### src/rtl/fuse_ctr_pkg.sv
package fuse_ctr_pkg;
   localparam int MAX_FUSES = 64;

   typedef struct packed {
      logic ack;
      logic ok;
   } inc_resp_t;
endpackage

### src/rtl/fuse_bank.sv
module fuse_bank
   import fuse_ctr_pkg::*;
#(
   parameter int N   = 16,
   parameter int LAT = 3,
   localparam int CW  = $clog2(N + 1),
   localparam int LCW = (LAT > 1) ? $clog2(LAT) : 1
) (
   input  logic          clk,
   input  logic          rst_n,
   input  logic          inc_req,
   input  logic [N-1:0]  burn_mask,
   output logic [CW-1:0] count,
   output logic          full,
   output logic          thermo_ok,
   output inc_resp_t     resp
);
   logic [N-1:0]   row_q;
   logic [N-1:0]   row_d;
   logic [N-1:0]   next_bit_row;
   logic           busy_q;
   logic [LCW-1:0] wait_q;
   logic           finish;

   // lowest clear bit set; equals the next thermometer step on a valid row
   assign next_bit_row = row_q | (row_q + N'(1));
   assign full         = &row_q;
   assign thermo_ok    = ((row_q & (row_q + N'(1))) == '0);
   assign finish       = busy_q && (wait_q == '0);

   always_comb begin
      row_d = row_q | burn_mask;
      if (finish && !full) row_d = row_d | next_bit_row;
   end

   always_comb begin
      count = '0;
      for (int i = 0; i < N; i++) count = count + CW'(row_q[i]);
   end

   always_ff @(posedge clk or negedge rst_n) begin
      if (!rst_n) begin
         row_q   <= '0;
         busy_q  <= 1'b0;
         wait_q  <= '0;
         resp    <= '0;
      end else begin
         row_q    <= row_d;
         resp.ack <= finish;
         resp.ok  <= finish && !full;
         if (finish) begin
            busy_q <= 1'b0;
         end else if (busy_q) begin
            wait_q <= wait_q - LCW'(1);
         end else if (inc_req) begin
            busy_q <= 1'b1;
            wait_q <= LCW'(LAT - 1);
         end
      end
   end
endmodule

### src/rtl/fuse_ver_gate.sv
module fuse_ver_gate #(
   parameter int CW          = 5,
   parameter bit SINGLE_STEP = 1'b1
) (
   input  logic [CW-1:0] cur,
   input  logic [CW-1:0] prop,
   output logic          ok
);
   generate
      if (SINGLE_STEP) begin : g_step
         assign ok = ({1'b0, prop} == ({1'b0, cur} + (CW+1)'(1)));
      end else begin : g_mono
         assign ok = (prop > cur);
      end
   endgenerate
endmodule

### src/rtl/fuse_ctr_mgr.sv
module fuse_ctr_mgr
   import fuse_ctr_pkg::*;
#(
   parameter int VER_BITS    = 16,
   parameter int SAFE_BITS   = 8,
   parameter int PROG_LAT    = 3,
   parameter bit SINGLE_STEP = 1'b1,
   localparam int VCW = $clog2(VER_BITS + 1),
   localparam int SCW = $clog2(SAFE_BITS + 1)
) (
   input  logic                 clk,
   input  logic                 rst_n,
   input  logic                 ver_inc_req,
   input  logic                 safe_inc_req,
   input  logic [VER_BITS-1:0]  ver_burn_mask,
   input  logic [SAFE_BITS-1:0] safe_burn_mask,
   input  logic [VCW-1:0]       prop_ver,
   output logic [VCW-1:0]       ver_count,
   output logic [SCW-1:0]       safe_count,
   output logic                 boot_slot_b,
   output logic                 safe_mode,
   output logic                 tamper,
   output logic                 ver_exhausted,
   output logic                 safe_exhausted,
   output logic                 ver_inc_ack,
   output logic                 ver_inc_ok,
   output logic                 safe_inc_ack,
   output logic                 safe_inc_ok,
   output logic                 prop_ok
);
   generate
      if (VER_BITS < 1 || VER_BITS > MAX_FUSES) begin : g_bad_ver
         $error("VER_BITS out of range");
      end
      if (SAFE_BITS < 1 || SAFE_BITS > MAX_FUSES) begin : g_bad_safe
         $error("SAFE_BITS out of range");
      end
      if (PROG_LAT < 1) begin : g_bad_lat
         $error("PROG_LAT must be at least 1");
      end
   endgenerate

   inc_resp_t ver_resp;
   inc_resp_t safe_resp;
   logic      ver_thermo;
   logic      safe_thermo;

   fuse_bank #(.N(VER_BITS), .LAT(PROG_LAT)) i_ver_bank (
      .clk       (clk),
      .rst_n     (rst_n),
      .inc_req   (ver_inc_req),
      .burn_mask (ver_burn_mask),
      .count     (ver_count),
      .full      (ver_exhausted),
      .thermo_ok (ver_thermo),
      .resp      (ver_resp)
   );

   fuse_bank #(.N(SAFE_BITS), .LAT(PROG_LAT)) i_safe_bank (
      .clk       (clk),
      .rst_n     (rst_n),
      .inc_req   (safe_inc_req),
      .burn_mask (safe_burn_mask),
      .count     (safe_count),
      .full      (safe_exhausted),
      .thermo_ok (safe_thermo),
      .resp      (safe_resp)
   );

   fuse_ver_gate #(.CW(VCW), .SINGLE_STEP(SINGLE_STEP)) i_gate (
      .cur  (ver_count),
      .prop (prop_ver),
      .ok   (prop_ok)
   );

   assign tamper       = !(ver_thermo && safe_thermo);
   assign boot_slot_b  = ver_count[0];
   assign safe_mode    = safe_count[0] | tamper;
   assign ver_inc_ack  = ver_resp.ack;
   assign ver_inc_ok   = ver_resp.ok;
   assign safe_inc_ack = safe_resp.ack;
   assign safe_inc_ok  = safe_resp.ok;
endmodule

### config.mk
export PLATFORM = sky130hd
export DESIGN_NAME = fuse_ctr_mgr
export DESIGN_NICKNAME = d
export VERILOG_FILES = /design/src/rtl/fuse_ctr_pkg.sv /design/src/rtl/fuse_bank.sv /design/src/rtl/fuse_ver_gate.sv /design/src/rtl/fuse_ctr_mgr.sv
export SDC_FILE = /design/constraint.sdc
export NUM_CORES = 1
export LEC_CHECK = 0
export BUFFER_PORTS_ARGS = -buffer_cell sky130_fd_sc_hd__clkbuf_2
export CAP_MARGIN = 10
export CORE_MARGIN = 3
export CORE_UTILIZATION = 56
export CTS_BUF_LIST = sky130_fd_sc_hd__clkbuf_2 sky130_fd_sc_hd__clkbuf_4 sky130_fd_sc_hd__clkbuf_8
export CTS_CLUSTER_SIZE = 10
export DETAILED_ROUTE_END_ITERATION = 16
export HOLD_SLACK_MARGIN = 0.05
export PLACE_DENSITY = 0.82
export SLEW_MARGIN = 20
export SYNTH_ARGS = -nofsm -noshare
export SYNTH_HDL_FRONTEND = slang
export SYNTH_SLANG_ARGS = --single-unit
### constraint.sdc
create_clock -name clk -period 8.4 [get_ports clk]
set_clock_uncertainty 0.2 [all_clocks]
set_input_delay 2.1 -clock clk [delete_from_list [all_inputs] [get_ports clk]]
set_output_delay 2.1 -clock clk [all_outputs]
set_load 0.02 [all_outputs]
==> results of run 1 <==
[cell usage after synthesis (2+ instances only)]
| library cell | instances | share of area |
|---|---|---|
| nand3_1 | 10 | 0.022 |
| o21a_1 | 2 | 0.0065 |
| a21oi_1 | 6 | 0.013 |
| or3_1 | 3 | 0.0081 |
| fa_1 | 14 | 0.12 |
| a31oi_1 | 2 | 0.0054 |
| nor2_1 | 28 | 0.045 |
| dfrtp_1 | 34 | 0.37 |
| nor3_1 | 3 | 0.0065 |
| o31ai_1 | 7 | 0.023 |
| a211oi_1 | 2 | 0.0065 |
| a211o_1 | 3 | 0.011 |
| xnor2_1 | 7 | 0.026 |
| nand2_1 | 14 | 0.023 |
| o21ai_0 | 13 | 0.028 |
| a311o_1 | 2 | 0.0086 |
| nand4_1 | 6 | 0.016 |
| xor2_1 | 3 | 0.011 |
| inv_1 | 49 | 0.079 |
| a22oi_1 | 2 | 0.0065 |
| nor2b_1 | 3 | 0.0081 |
| ha_1 | 16 | 0.086 |
[per-stage QoR]
stage	util	setup slack, ns
after floorplan	-	1.04
after global placement	0.687	1.41
after detailed placement	0.687	1.29
after CTS	0.707	0.972
after global routing	0.707	0.748
final	0.707	0.993
[path summary, 6_finish.rpt]
check	to	slack [ns]
min in group asynchronous	i_safe_bank.wait_q[0]	1.71
max	prop_ok	0.99
min	i_safe_bank.wait_q[0]	0.29
max in group asynchronous	i_ver_bank.row_q[1]	5.76
min reg2reg	i_safe_bank.wait_q[0]	0.29
max reg2reg	i_ver_bank.row_q[6]	6.04
[area by class of cell]
cell class | count | area share
Multi-Input combinational cell | 160 | 0.470
Sequential cell | 34 | 0.314
Timing Repair Buffer | 51 | 0.0943
Inverter | 50 | 0.0703
Clock buffer | 5 | 0.0254
Tap cell | 48 | 0.0222
Clock inverter | 2 | 0.00370
[critical path: cells and delay by family, from the launching register on]
kind            cells  cell delay (ns)
flops               1             0.41
buf+inv             3             0.36
xor+xnor            3             0.69
fa+ha+maj           7             3.01
simple gates        1             0.15
compound gates      1             0.21
[registers in the layout, indices dropped and copies added (netlist names)]
| signal | flops |
|---|---|
| i_ver_bank.resp | 2 |
| i_safe_bank.resp | 2 |
| i_safe_bank.wait_q | 2 |
| i_ver_bank.row_q | 16 |
| i_ver_bank.wait_q | 2 |
| i_safe_bank.row_q | 8 |
| i_safe_bank.busy_q | 1 |
| i_ver_bank.busy_q | 1 |
[power groups by stage]
stage	sequential [uW]	combinational, uW	clock (uW)
after floorplan	197	41.9	0
after detailed placement	194	72.0	0
final	191	70.7	113
after global placement	194	68.3	0
after CTS	191	72.0	116
after global routing	193	83.0	123
[cells by family after synthesis]
| group | after synthesis | synth area share |
|---|---|---|
| adder cells (fa/ha/maj) | 30 | 0.207 |
| XOR/XNOR | 10 | 0.0378 |
| buffers and inverters | 51 | 0.0852 |
| AND/OR/NAND/NOR | 74 | 0.169 |
| AO/OA/AOI/OAI | 46 | 0.134 |
| flip-flops | 34 | 0.367 |
[routing by layer]
| layer | global-route usage | up-vias | part of all wire |
|---|---|---|---|
| met5 | 0 | - | 0 |
| met4 | 0.0426 | 0 | 0.0064 |
| met3 | 0.0432 | 5 | 0.063 |
| met2 | 0.337 | 64 | 0.48 |
| met1 | 0.313 | 889 | 0.45 |
| li1 | - | 930 | - |
==> impl_metrics.tcl, run 1 <==
set metrics [dict create \
    outcome "complete, no violations" \
    fp.dieW_um 70.4 \
    async_reset_ff_frac 1.00 \
    p_int_uw 265 \
    clock_sinks 34 \
    hp-start "i_safe_bank.wait_q[0]" \
    min-delay-path-class "flop to flop" \
    synth.cell_area_um2 2320 \
    path_max_fanout 5 \
    setup_tns_ns 0 \
    syn_avg_cell_area_um2 9.47 \
    grt_pass1_vias 1912 \
    power_uw 374 \
    cts_resized 0 \
    synth_edf_count 0 \
    synthToLayoutAreaGrowth_pct 16.7 \
    layout_commonest_cell "clkbuf_2" \
    slew-limit-headroom 0.440 \
    powerDensity_nw_per_um2 138 \
    whs_path_depth 1 \
    start_util 0.606 \
    register_area_um2 851 \
    first_iter_violations 235 \
    wl_per_cell_um 13.9 \
    nets 365 \
    cts_tree "built" \
    synth_cell_types 38 \
    final.fill_count 305 \
    ctsHoldBuffers 0 \
    setup.worst_path.class "flop to output pin" \
    overflow 0 \
    avgViaCountPerCell 5.39 \
    clkLatencyLatePin_ns 0.28 \
    port_buffers 51 \
    reg2regPathDepth 7 \
    yosys_warnings 0 \
    h-tree-depth 2 \
    pin_count 52 \
    yosysSeqAreaShare 0.367 \
    critPathMostFrequentCell "fa_1" \
    pwr-share-seq 0.510 \
    maxCapViolCount 0 \
    final_cells 350 \
    ant_nets 0 \
    p_leak_uw 0.00152 \
    hold_violations 0 \
    cts_buffers 5 \
    firstDrtPassIters 4 \
    dieArea_um2 4950 \
    synth.net_count 308 \
    worst_pin_slew_ns 0.840 \
    setup_viol 0 \
    clkTransAtPathRegs_ns 0.07 \
    drc 0 \
    dominantRegCellSynth "dfrtp_1" \
    track_usage 0.216 \
    syn_inst 245 \
    critPathLaunch "i_ver_bank.row_q[0]" \
    cts_root_buffer "clkbuf_8" \
    period_share 0.882 \
    dp_hpwl_um 3890 \
    grt_pass1_wl_um 8610 \
    drv_slew 0 \
    rows 22 \
    cpPeakStageDelay_ns 0.54 \
    worst_ep_required_time_ns 6.10 \
    dp.cells 343 \
    crit_path_start_kind "flop" \
    irDropWorstVdd_v 0.0000986 \
    max_freq_ghz 0.135 \
    worstPathArrival_ns 5.11 \
    routabilityCongestion 0.825 \
    p_sw_frac 0.292 \
    p_sw_uw 109 \
    fp.coreArea_um2 3830 \
    ctsLongestPathBuffers 2 \
    ys_seq_elements 34 \
    antenna_cells 0 \
    crit_path_top_delay_cell "fa_1" \
    fin_area_um2 2710 \
    chipHeight_um 70.4 \
    place_area_um2 2630 \
    multi_input_area_um2 1270 \
    final_cell_mix "clkbuf_2, inv_1, dfrtp_1, nor2_1, ha_1" \
    cp-end-kind "output pin" \
    hold_ws_ns 0.287 \
    pwr-share-comb 0.189 \
    vias 1888 \
    antenna_found_initial 0 \
    r2r-start "i_ver_bank.row_q[1]" \
    cts_setup_buffers 0 \
    grt_max_degree 35 \
    routed_wirelength_um 4870 \
    grt_setup_unrepaired "false" \
    min_period_ns 7.41 \
    worstPathCellList "inv_1 > ha_1 > inv_1 > fa_1 > fa_1 > fa_1 > fa_1 > fa_1 > fa_1 > xnor2_1 > nand3_1 > xor2_1 > xnor2_1 > a211oi_1 > clkbuf_2" \
    pwr-share-clk 0.301 \
    drive_above_1_share 0.219 \
]
No activity file was read; power rests on OpenSTA's default activity.
==> run 2: changes to the inputs <==
--- a/config.mk
+++ b/config.mk
@@ -5,15 +5,16 @@
 export SDC_FILE = /design/constraint.sdc
 export NUM_CORES = 1
 export LEC_CHECK = 0
+export ABC_AREA = 1
 export BUFFER_PORTS_ARGS = -buffer_cell sky130_fd_sc_hd__clkbuf_2
 export CAP_MARGIN = 10
 export CORE_MARGIN = 3
-export CORE_UTILIZATION = 56
+export CORE_UTILIZATION = 57
 export CTS_BUF_LIST = sky130_fd_sc_hd__clkbuf_2 sky130_fd_sc_hd__clkbuf_4 sky130_fd_sc_hd__clkbuf_8
 export CTS_CLUSTER_SIZE = 10
 export DETAILED_ROUTE_END_ITERATION = 16
 export HOLD_SLACK_MARGIN = 0.05
-export PLACE_DENSITY = 0.82
+export PLACE_DENSITY = 0.83
 export SLEW_MARGIN = 20
 export SYNTH_ARGS = -nofsm -noshare
 export SYNTH_HDL_FRONTEND = slang
==> constraint.sdc (replaced) <==
create_clock -name clk -period 7.23 [get_ports clk]
set_clock_uncertainty 0.2 [all_clocks]
set_input_delay 1.8075 -clock clk [delete_from_list [all_inputs] [get_ports clk]]
set_output_delay 1.8075 -clock clk [all_outputs]
set_load 0.02 [all_outputs]
==> run 2 against run 1 <==
Against the previous run: combinational power rose by 18%; worst setup slack got worse by 0.70 ns; critical path type unchanged; sequential power up 15%; synthesized area rose by 8.1%; largest power group unchanged; count of clock-buffer cells in the layout unchanged; non-clock buffer count increased by 2.
==> impl_metrics.tcl, run 2 <==
set metrics [dict create \
    track_usage 0.237 \
    synthXorXnorAreaFrac 0.0175 \
    grt_max_degree 35 \
    synth_top_area_frac 0.339 \
    largest_reg_flops 16 \
    ant_nets 0 \
    yosysSeqAreaShare 0.339 \
    worstPathArrival_ns 4.93 \
    drv_slew 0 \
    overflow 0 \
    start_util 0.609 \
    grt_pass1_vias 2294 \
    clkLatencyLatePin_ns 0.30 \
    post-place-ws_ns 0.465 \
    largest-register "i_ver_bank.row_q" \
    nets 460 \
    period_share 0.959 \
    port_buffers 51 \
    outcome "complete, no violations" \
    critPathLaunch "i_ver_bank.row_q[0]" \
    async_reset_ff_frac 1.00 \
    synth_cell_types 23 \
    cts_root_buffer "clkbuf_8" \
    setup.worst_path.class "flop to output pin" \
    synthToLayoutAreaGrowth_pct 18.3 \
    synth_commonest_cells "nand2_1, inv_1, nor2_1" \
    synth.net_count 402 \
    slew-limit-headroom 0.424 \
    worst_pin_slew_ns 0.864 \
    irDropWorstVdd_v 0.000204 \
    synthSimpleGateAreaFrac 0.274 \
    synth.cell_area_um2 2510 \
    antenna_found_initial 0 \
    p_leak_uw 0.00190 \
    setup_viol 0 \
    pin_count 52 \
    clkTransAtPathRegs_ns 0.08 \
    synth_top_family_by_area "simple AND/OR/NAND/NOR gates" \
    powerDensity_nw_per_um2 174 \
    synth_compound_area_frac 0.0579 \
    reg.largest.list "i_ver_bank.row_q (16), i_safe_bank.row_q (8)" \
    hp-start "i_ver_bank.row_q[1]" \
    worst_ep_required_time_ns 5.22 \
    maxCapViolCount 0 \
    vias 2269 \
    crit_path_start_kind "flop" \
    reg2reg_slack_ns 5.31 \
    syn_inst 339 \
    cts_buffers 5 \
    synth_area_leaders "dfrtp_1, nand2_1, fa_1" \
    yosys.cell_count.top_type "nand2_1" \
    final_cells 448 \
    h-tree-depth 2 \
    fp.coreArea_um2 4120 \
    yosys_warnings 0 \
    final_cell_mix "nand2_1, inv_1, clkbuf_2, nor2_1, dfrtp_1" \
    ctsHoldBuffers 0 \
    antenna_cells 0 \
    drc 0 \
    setup_tns_ns 0 \
    ys_seq_elements 34 \
    setup_ws_ns 0.297 \
    clock_sinks 34 \
    wl_per_cell_um 12.3 \
    max_freq_ghz 0.144 \
    ctsLongestPathBuffers 2 \
    routabilityCongestion 0.862 \
    avgViaCountPerCell 5.06 \
    cp-end-kind "output pin" \
    dieArea_um2 5230 \
    fp.dieW_um 72.3 \
    grt_setup_unrepaired "false" \
    path_max_fanout 3 \
    layout_commonest_cell "nand2_1" \
    syn_avg_cell_area_um2 7.40 \
    cts_tree "built" \
    min_period_ns 6.93 \
    dp_hpwl_um 4370 \
    dominantRegCellSynth "dfrtp_1" \
    r2r-start "i_ver_bank.row_q[0]" \
    routed_wirelength_um 5510 \
    dp.cells 438 \
    yosysTopAreaCell "dfrtp_1" \
    min-delay-path-class "flop to flop" \
    grt_pass1_wl_um 9650 \
    hold_violations 0 \
    firstDrtPassIters 6 \
    drive_above_1_share 0.181 \
    chipHeight_um 72.3 \
    first_iter_violations 96 \
    synth_edf_count 0 \
    synth_mux_area_frac 0 \
    synth_fa_ha_area_frac 0.192 \
    rows 23 \
]
[run 2: changes by cell type in the layout (fill, tap and decap cells not counted), moves of 5 or more]
cell	delta
nand3_1	+13
inv_1	+24
nand2_1	+69
a21oi_1	-5
nor2_1	+21
o21ai_1	+11
o31ai_1	-7
[run 2: logic make-up after synthesis]
kind of cell             after synthesis
adder cells (fa/ha/maj)               30
XOR/XNOR                               5
AO/OA/AOI/OAI                         28
flip-flops                            34
buffers and inverters                 77
AND/OR/NAND/NOR                      165
[run 2: routing by layer]
metal  routed length [um]  track usage  vias to the layer above
li1                     -            -                     1138
met1                 2270        0.268                     1060
met2                 2790        0.418                       55
met3                  287       0.0568                       16
met4                  158        0.111                        0
met5                    0            0                        -
[run 2: critical path: stages, from the launching register on]
cell and delay [ns]:
dfrtp_2 0.42, inv_1 0.09, ha_1 0.23, inv_1 0.08, fa_1 0.45, fa_1 0.49
fa_1 0.54, fa_1 0.44, fa_2 0.36, fa_1 0.48, inv_1 0.06, ha_1 0.30
xnor2_1 0.15, nand2_1 0.06, nor2_1 0.11, nand3_1 0.09, nor2_1 0.11, buf_4 0.15
[run 2: final cells by class]
type | instances | area [um2]
flip-flops and latches | 34 | 853
clock inverters | 3 | 68.8
fillers | 344 | 1150
repair buffers | 53 | 273
well taps | 50 | 62.6
clock buffers | 5 | 68.8
multi-input cells | 228 | 1360
inverters | 75 | 282
[run 2: final timing paths]
kind,end,cells past startpoint
max in group asynchronous,i_ver_bank.row_q[1],1
worst min register to register,i_ver_bank.row_q[1],2
min in group asynchronous,i_ver_bank.row_q[10],1
worst min-delay path,i_ver_bank.row_q[1],2
worst max-delay path,prop_ok,17
worst max register to register,i_ver_bank.row_q[11],11
[run 2: power breakdown]
group	switching [uW]	internal [uW]
Clock	75.8	138
Sequential	7.66	211
Combinational	50.8	32.5
[run 2: stage by stage]
step | utilization | instance area, um2 | power (uW) | hold slack, ns
global route | 0.721 | 2970 | 543 | 0.346
detailed placement | 0.682 | 2810 | 305 | 0.326
CTS | 0.715 | 2940 | 521 | 0.338
floorplan | - | 2510 | 276 | 0.285
finish | 0.721 | 2970 | 516 | 0.324
global placement | 0.682 | 2810 | 301 | 0.312
[run 2: timing repair]
item / 4_1_cts / 5_1_grt
setup endpoints to repair: 0 / 1
setup buffers: 0 / 2
resized for setup: 0 / 5
